`src/rtl/shift_pkg.sv`:
```
package shift_pkg;
  typedef enum logic [1:0] {
    SK_LSL = 2'b00,
    SK_LSR = 2'b01,
    SK_ASR = 2'b10,
    SK_ROR = 2'b11
  } shift_kind_e;
endpackage

```
`src/rtl/shift_amt_decode.sv`:
```
module shift_amt_decode #(
  parameter int WIDTH = 32,
  parameter int AMT_W = 8
) (
  input  logic [AMT_W-1:0]         amt_i,
  output logic                     zero_o,
  output logic                     eq_w_o,
  output logic                     ge_w_o,
  output logic [$clog2(WIDTH)-1:0] rot_o
);
  localparam logic [AMT_W-1:0] W_AMT = AMT_W'(WIDTH);
  assign zero_o = (amt_i == '0);
  assign eq_w_o = (amt_i == W_AMT);
  assign ge_w_o = (amt_i >= W_AMT);
  assign rot_o  = amt_i[$clog2(WIDTH)-1:0];
endmodule

```
`src/rtl/shift_core.sv`:
```
module shift_core
  import shift_pkg::*;
#(
  parameter int WIDTH = 32,
  parameter int AMT_W = 8
) (
  input  shift_kind_e              kind_i,
  input  logic [WIDTH-1:0]         data_i,
  input  logic [AMT_W-1:0]         amt_i,
  input  logic                     ge_w_i,
  input  logic [$clog2(WIDTH)-1:0] rot_i,
  output logic [WIDTH-1:0]         result_o,
  output logic                     carry_o
);
  localparam logic [AMT_W-1:0] W_AMT = AMT_W'(WIDTH);

  logic [WIDTH:0]          lsl_w, lsr_w, asr_w;
  logic signed [WIDTH:0]   asr_src;
  logic [AMT_W-1:0]        asr_amt;
  logic [2*WIDTH-1:0]      ror_w;

  // extra bit on the shifted-out side carries the last bit lost
  assign lsl_w   = {1'b0, data_i} << amt_i;
  assign lsr_w   = {data_i, 1'b0} >> amt_i;
  assign asr_src = $signed({data_i, 1'b0});
  assign asr_amt = ge_w_i ? W_AMT : amt_i;
  assign asr_w   = (WIDTH+1)'(asr_src >>> asr_amt);
  assign ror_w   = {data_i, data_i} >> rot_i;

  always_comb begin
    unique case (kind_i)
      SK_LSL: begin result_o = lsl_w[WIDTH-1:0];  carry_o = lsl_w[WIDTH]; end
      SK_LSR: begin result_o = lsr_w[WIDTH:1];    carry_o = lsr_w[0];     end
      SK_ASR: begin result_o = asr_w[WIDTH:1];    carry_o = asr_w[0];     end
      default: begin
        result_o = ror_w[WIDTH-1:0];
        carry_o  = ror_w[WIDTH-1]; // msb of rotated value, also for k==0
      end
    endcase
  end
endmodule

```
`src/rtl/carry_flag_reg.sv`:
```
module carry_flag_reg (
  input  logic clk_i,
  input  logic rst_ni,
  input  logic load_i,
  input  logic d_i,
  output logic q_o
);
  always_ff @(posedge clk_i or negedge rst_ni) begin
    if (!rst_ni)     q_o <= 1'b0;
    else if (load_i) q_o <= d_i;
  end

  a_r10_hold: assert property (@(posedge clk_i) disable iff (!rst_ni)
    !load_i |=> $stable(q_o));
  a_r10_load: assert property (@(posedge clk_i) disable iff (!rst_ni)
    load_i |=> (q_o == $past(d_i)));
endmodule

```
`src/rtl/reg_shift_unit.sv`:
```
module reg_shift_unit
  import shift_pkg::*;
#(
  parameter int WIDTH = 32,
  parameter int AMT_W = 8
) (
  input  logic             clk_i,
  input  logic             rst_ni,
  input  logic             valid_i,
  input  logic [1:0]       kind_i,
  input  logic [WIDTH-1:0] data_i,
  input  logic [WIDTH-1:0] amount_i,
  output logic [WIDTH-1:0] result_o,
  output logic             carry_o,
  output logic             carry_upd_o,
  output logic             carry_flag_o
);
  localparam int RW = $clog2(WIDTH);
  localparam logic [AMT_W-1:0] W_AMT = AMT_W'(WIDTH);

  logic [AMT_W-1:0] amt;
  logic             amt_zero, amt_eq_w, amt_ge_w;
  logic [RW-1:0]    rot;
  logic             carry_new;
  shift_kind_e      kind;

  assign amt  = amount_i[AMT_W-1:0];
  assign kind = shift_kind_e'(kind_i);

  shift_amt_decode #(.WIDTH(WIDTH), .AMT_W(AMT_W)) i_dec (
    .amt_i (amt),
    .zero_o(amt_zero),
    .eq_w_o(amt_eq_w),
    .ge_w_o(amt_ge_w),
    .rot_o (rot)
  );

  shift_core #(.WIDTH(WIDTH), .AMT_W(AMT_W)) i_core (
    .kind_i  (kind),
    .data_i  (data_i),
    .amt_i   (amt),
    .ge_w_i  (amt_ge_w),
    .rot_i   (rot),
    .result_o(result_o),
    .carry_o (carry_new)
  );

  assign carry_upd_o = !amt_zero;
  assign carry_o     = carry_upd_o ? carry_new : carry_flag_o;

  carry_flag_reg i_flag (
    .clk_i (clk_i),
    .rst_ni(rst_ni),
    .load_i(valid_i && carry_upd_o),
    .d_i   (carry_o),
    .q_o   (carry_flag_o)
  );

  a_r9_zero_amt: assert property (@(posedge clk_i) disable iff (!rst_ni)
    (amount_i[AMT_W-1:0] == '0) |-> (result_o == data_i && !carry_upd_o && carry_o == carry_flag_o));
  a_r4_r5_logical_big: assert property (@(posedge clk_i) disable iff (!rst_ni)
    (kind_i != 2'b10 && kind_i != 2'b11 && amount_i[AMT_W-1:0] > W_AMT) |-> (result_o == '0 && carry_o == 1'b0));
  a_r6_asr_big: assert property (@(posedge clk_i) disable iff (!rst_ni)
    (kind_i == 2'b10 && amount_i[AMT_W-1:0] >= W_AMT) |-> (result_o == {WIDTH{data_i[WIDTH-1]}} && carry_o == data_i[WIDTH-1]));
  a_r8_ror_multiple: assert property (@(posedge clk_i) disable iff (!rst_ni)
    (kind_i == 2'b11 && amount_i[RW-1:0] == '0 && amount_i[AMT_W-1:0] != '0) |-> (result_o == data_i && carry_o == data_i[WIDTH-1] && carry_upd_o));
  a_r7_ror_carry: assert property (@(posedge clk_i) disable iff (!rst_ni)
    (kind_i == 2'b11 && carry_upd_o) |-> (carry_o == result_o[WIDTH-1]));
endmodule

```
`config.mk`:
```
export PLATFORM = sky130hd
export DESIGN_NAME = reg_shift_unit
export DESIGN_NICKNAME = d
export VERILOG_FILES = /design/src/rtl/shift_pkg.sv /design/src/rtl/shift_amt_decode.sv /design/src/rtl/shift_core.sv /design/src/rtl/carry_flag_reg.sv /design/src/rtl/reg_shift_unit.sv
export SDC_FILE = /design/constraint.sdc
export NUM_CORES = 1
export LEC_CHECK = 0
export BUFFER_PORTS_ARGS = -buffer_cell sky130_fd_sc_hd__buf_4
export CORE_UTILIZATION = 60
export DETAILED_ROUTE_END_ITERATION = 7
export PLACE_DENSITY_LB_ADDON = 0.3
export SETUP_SLACK_MARGIN = 0.02
export SLEW_MARGIN = 20
export SYNTH_ARGS = -nofsm -noshare
export SYNTH_HDL_FRONTEND = slang
export SYNTH_HIERARCHICAL = 1
export SYNTH_SLANG_ARGS = --single-unit
```
`constraint.sdc`:
```
create_clock -name clk_i -period 2.5 [get_ports clk_i]
set_input_delay 0 -clock clk_i [delete_from_list [all_inputs] [get_ports clk_i]]
set_output_delay 0 -clock clk_i [all_outputs]
set_load 0.02 [all_outputs]
```
==> run metrics, run 1 <==
status=stopped before the end; Stop stage=global routing; stop err=[ERROR GRT-0232] Routing congestion too high. Check the congestion heatmap in the GUI.; GRT Residual Overflow=6; pin count of the biggest net entering global routing=43; GRT Overall Usage=between 70 and 80%; hpwl dp=~37 mm; io pins=roughly 100; Placer Congestion=around 1.5; die height=125.9 um; IO Port Bufs=just under 80; Chip Width=125.9 um; mapped cell area=between 9000 and 10000 um^2; placed cell count=between 1500 and 2000; GRT worst endpoint=i_flag/q_o$_DFFE_PN0P_/D; Initial Utilization=approximately 62%; Syn Area/Cell=6.875 um^2; Gate Count Post-Synth=between 1000 and 1500; Syn Nets=between 1000 and 1500; WEP type=sequential cell input; row cnt=44; synth warn=6
[per-stage QoR]
stage | hold slack (ns) | instance area [um^2] | setup WS [ns]
after floorplan | -0.2956 | 9249 | 0.02989
after global placement | -0.2252 | 11190 | -0.2050
after detailed placement | -0.2236 | 11190 | -0.2433
after CTS | 0.3208 | 11560 | -0.02986
[repair_timing]
item	4_1_cts
buffers inserted	4
hold buffers	1
setup endpoints to repair	22
pin swaps	21
resized for setup	59
hold endpoints to repair	1
cloned	3
[per-layer routing]
metal	track usage, %	GRT overflow
met4	69.81	3
met3	69.24	0
met5	41.49	0
met1	79.58	0
met2	89.77	3
==> inputs of run 2 (changes only) <==
--- a/config.mk
+++ b/config.mk
@@ -6,10 +6,9 @@
 export NUM_CORES = 1
 export LEC_CHECK = 0
 export BUFFER_PORTS_ARGS = -buffer_cell sky130_fd_sc_hd__buf_4
-export CORE_UTILIZATION = 60
+export CORE_UTILIZATION = 40
 export DETAILED_ROUTE_END_ITERATION = 7
-export PLACE_DENSITY_LB_ADDON = 0.3
-export SETUP_SLACK_MARGIN = 0.02
+export PLACE_DENSITY_LB_ADDON = 0.15
 export SLEW_MARGIN = 20
 export SYNTH_ARGS = -nofsm -noshare
 export SYNTH_HDL_FRONTEND = slang
==> run 2 against run 1 <==
The flow now finishes, with violations (negative setup slack); synthesized cell count unchanged; synthesized area unchanged.
==> run metrics, run 2 <==
Placer Congestion=1.106 (-24%); Largest Register=i_flag/q_o; mapped cell area=9205 um^2 (unchanged); initial drt markers=~2000; GRT Overall Usage=about half; Slew @ Worst Pin=~0.80 ns; Regs by FF count=i_flag/q_o x1; first-pass GRT wire length=about 88 mm; CP required=between 2 and 3 ns; Final Hold Fails=0; Register Area=around 25 um^2; Reg clk slew, reported paths=0 ns; filler instances=2137; Worst Path Arrival=between 2 and 3 ns; Tightest Hold Check Type=primary input to asynchronous set/reset pin; latest clock arrival within the worst-skew pair=0 ns; ANT nets after route=0; initial antenna violation count=3; CP Max Fanout=24; fmax=0.3500 GHz; most frequent cells in the layout=479 x buf_4, 142 x nor2_1, 141 x nand2_1, 115 x mux2i_1; max reg flops=1; Final WS setup=-0.3568 ns; Leakage=5.738 nW; pin count of the biggest net entering global routing=47; Worst R2R Setup Slack=around 1.5 ns; hpwl dp=48.11 mm (+31%); critical path startpoint category=primary input; vias=13910; Gate Count Post-Synth=1339 (unchanged); CP Class=primary input to output port; worst reg2reg endpoint=i_flag/q_o$_DFFE_PN0P_; Detailed Routing Iterations Pass 1=7; Avg WL per Cell=between 30 and 40 um; Syn Area/Cell=6.875 um^2 (unchanged); Max-Slew Margin vs Limit=between 40% and 50%; Max-cap violations=0; worst r2r path cells=2; DR vias/cell=roughly 7.0; Final min period=about 2.9 ns; Crit. End Element=output port; R2R Path Start=i_flag/q_o$_DFFE_PN0P_; final core occ=~59%; core area=between 20000 and 25000 um^2; total chip power=3.123 mW; io pins=104 (unchanged); Syn Nets=1408 (unchanged); Final nets=approximately 1800; synth warn=6 (unchanged); peak supply drop=~0.12 mV; # setup viols final=29; max-slew violation count=0; share of layout cells above drive strength 1=42.26%; die height=153.7 um (+22%); Pwr Density=approximately 230 nW/um^2; area of the multi-input gates=about 8700 um^2; GRT Residual Overflow=0; Clock Skew=0 ns; WL final=60.10 mm; commonest non-fill, non-tap cell in the layout=buf_4; IO Port Bufs=79 (unchanged); total negative slack=-5.652 ns; area delta synth->final=45.82%; Residual DRC=0; vias in the first global route=approximately 14000; Initial Utilization=40.78% (-22 points); Chip Width=153.7 um (+22%); RSZ-0062 raised after global routing=yes; final critical-path share of the clock period=114.3%; violated checks=negative setup slack; status=finished with violations; row cnt=55 (+25%); die area=between 20000 and 25000 um^2
-- run 2: final cells by class --
| class | count | share of cell area, % |
|---|---|---|
| Inverter | 25 | 0.6991 |
| Multi-Input combinational cell | 1149 | 64.94 |
| Tap cell | 285 | 2.657 |
| Sequential cell | 1 | 0.1864 |
| Antenna cell | 3 | 0.05593 |
| Timing Repair Buffer | 524 | 31.46 |
-- run 2: how the worst max path moves through the flow --
stage | from | endpoint
floorplan | amount_i[5] | i_flag/q_o$_DFFE_PN0P_
global placement | amount_i[5] | result_o[10]
detailed placement | amount_i[5] | result_o[10]
CTS | amount_i[7] | result_o[10]
global route | amount_i[7] | result_o[10]
finish | amount_i[7] | result_o[10]
-- run 2: per-layer routing --
layer | GRT usage [%] | wire length (um)
met1 | 61.10 | 22100
met2 | 76.60 | 25660
met3 | 11.95 | 7118
met4 | 35.05 | 5201
met5 | 0 | 14
-- run 2: power breakdown --
part           switching, mW  internal, mW
clock network              0   0.000000140
logic                   1.76          1.34
registers            0.00268        0.0192
total                   1.77          1.36
-- run 2: through the flow --
stage	cell area (um^2)	setup slack, ns	std cells	hold WS [ns]
final	13420	-0.3568	1987	0.3231
after global routing	13420	-0.4128	1984	0.3416
after CTS	13220	-0.3259	1977	0.3297
after detailed placement	12640	-0.4959	1959	-0.2203
after global placement	12640	-0.5259	1959	-0.2242
after floorplan	9249	0.0008538	1339	-0.2956
-- run 2: critical path, stage by stage --
cell and delay, ns:
buf_6 0.07, buf_4 0.26, buf_4 0.34, nor2_1 0.17, a21oi_2 0.22, buf_4 0.18, inv_1 0.05, a222oi_1 0.67
buf_4 0.23, a211oi_1 0.08, or4_1 0.41, buf_4 0.17
-- run 2: timing repair --
| action | in CTS | in global routing |
|---|---|---|
| pin swaps | 40 | 26 |
| buffers inserted | 18 | 11 |
| hold buffers | 1 | 0 |
| hold endpoints to repair | 1 | 0 |
| setup endpoints to repair | 30 | 32 |
| resized for setup | 96 | 35 |
| cloned | 0 | 0 |
Note: power is estimated with default switching activity, not from simulation.
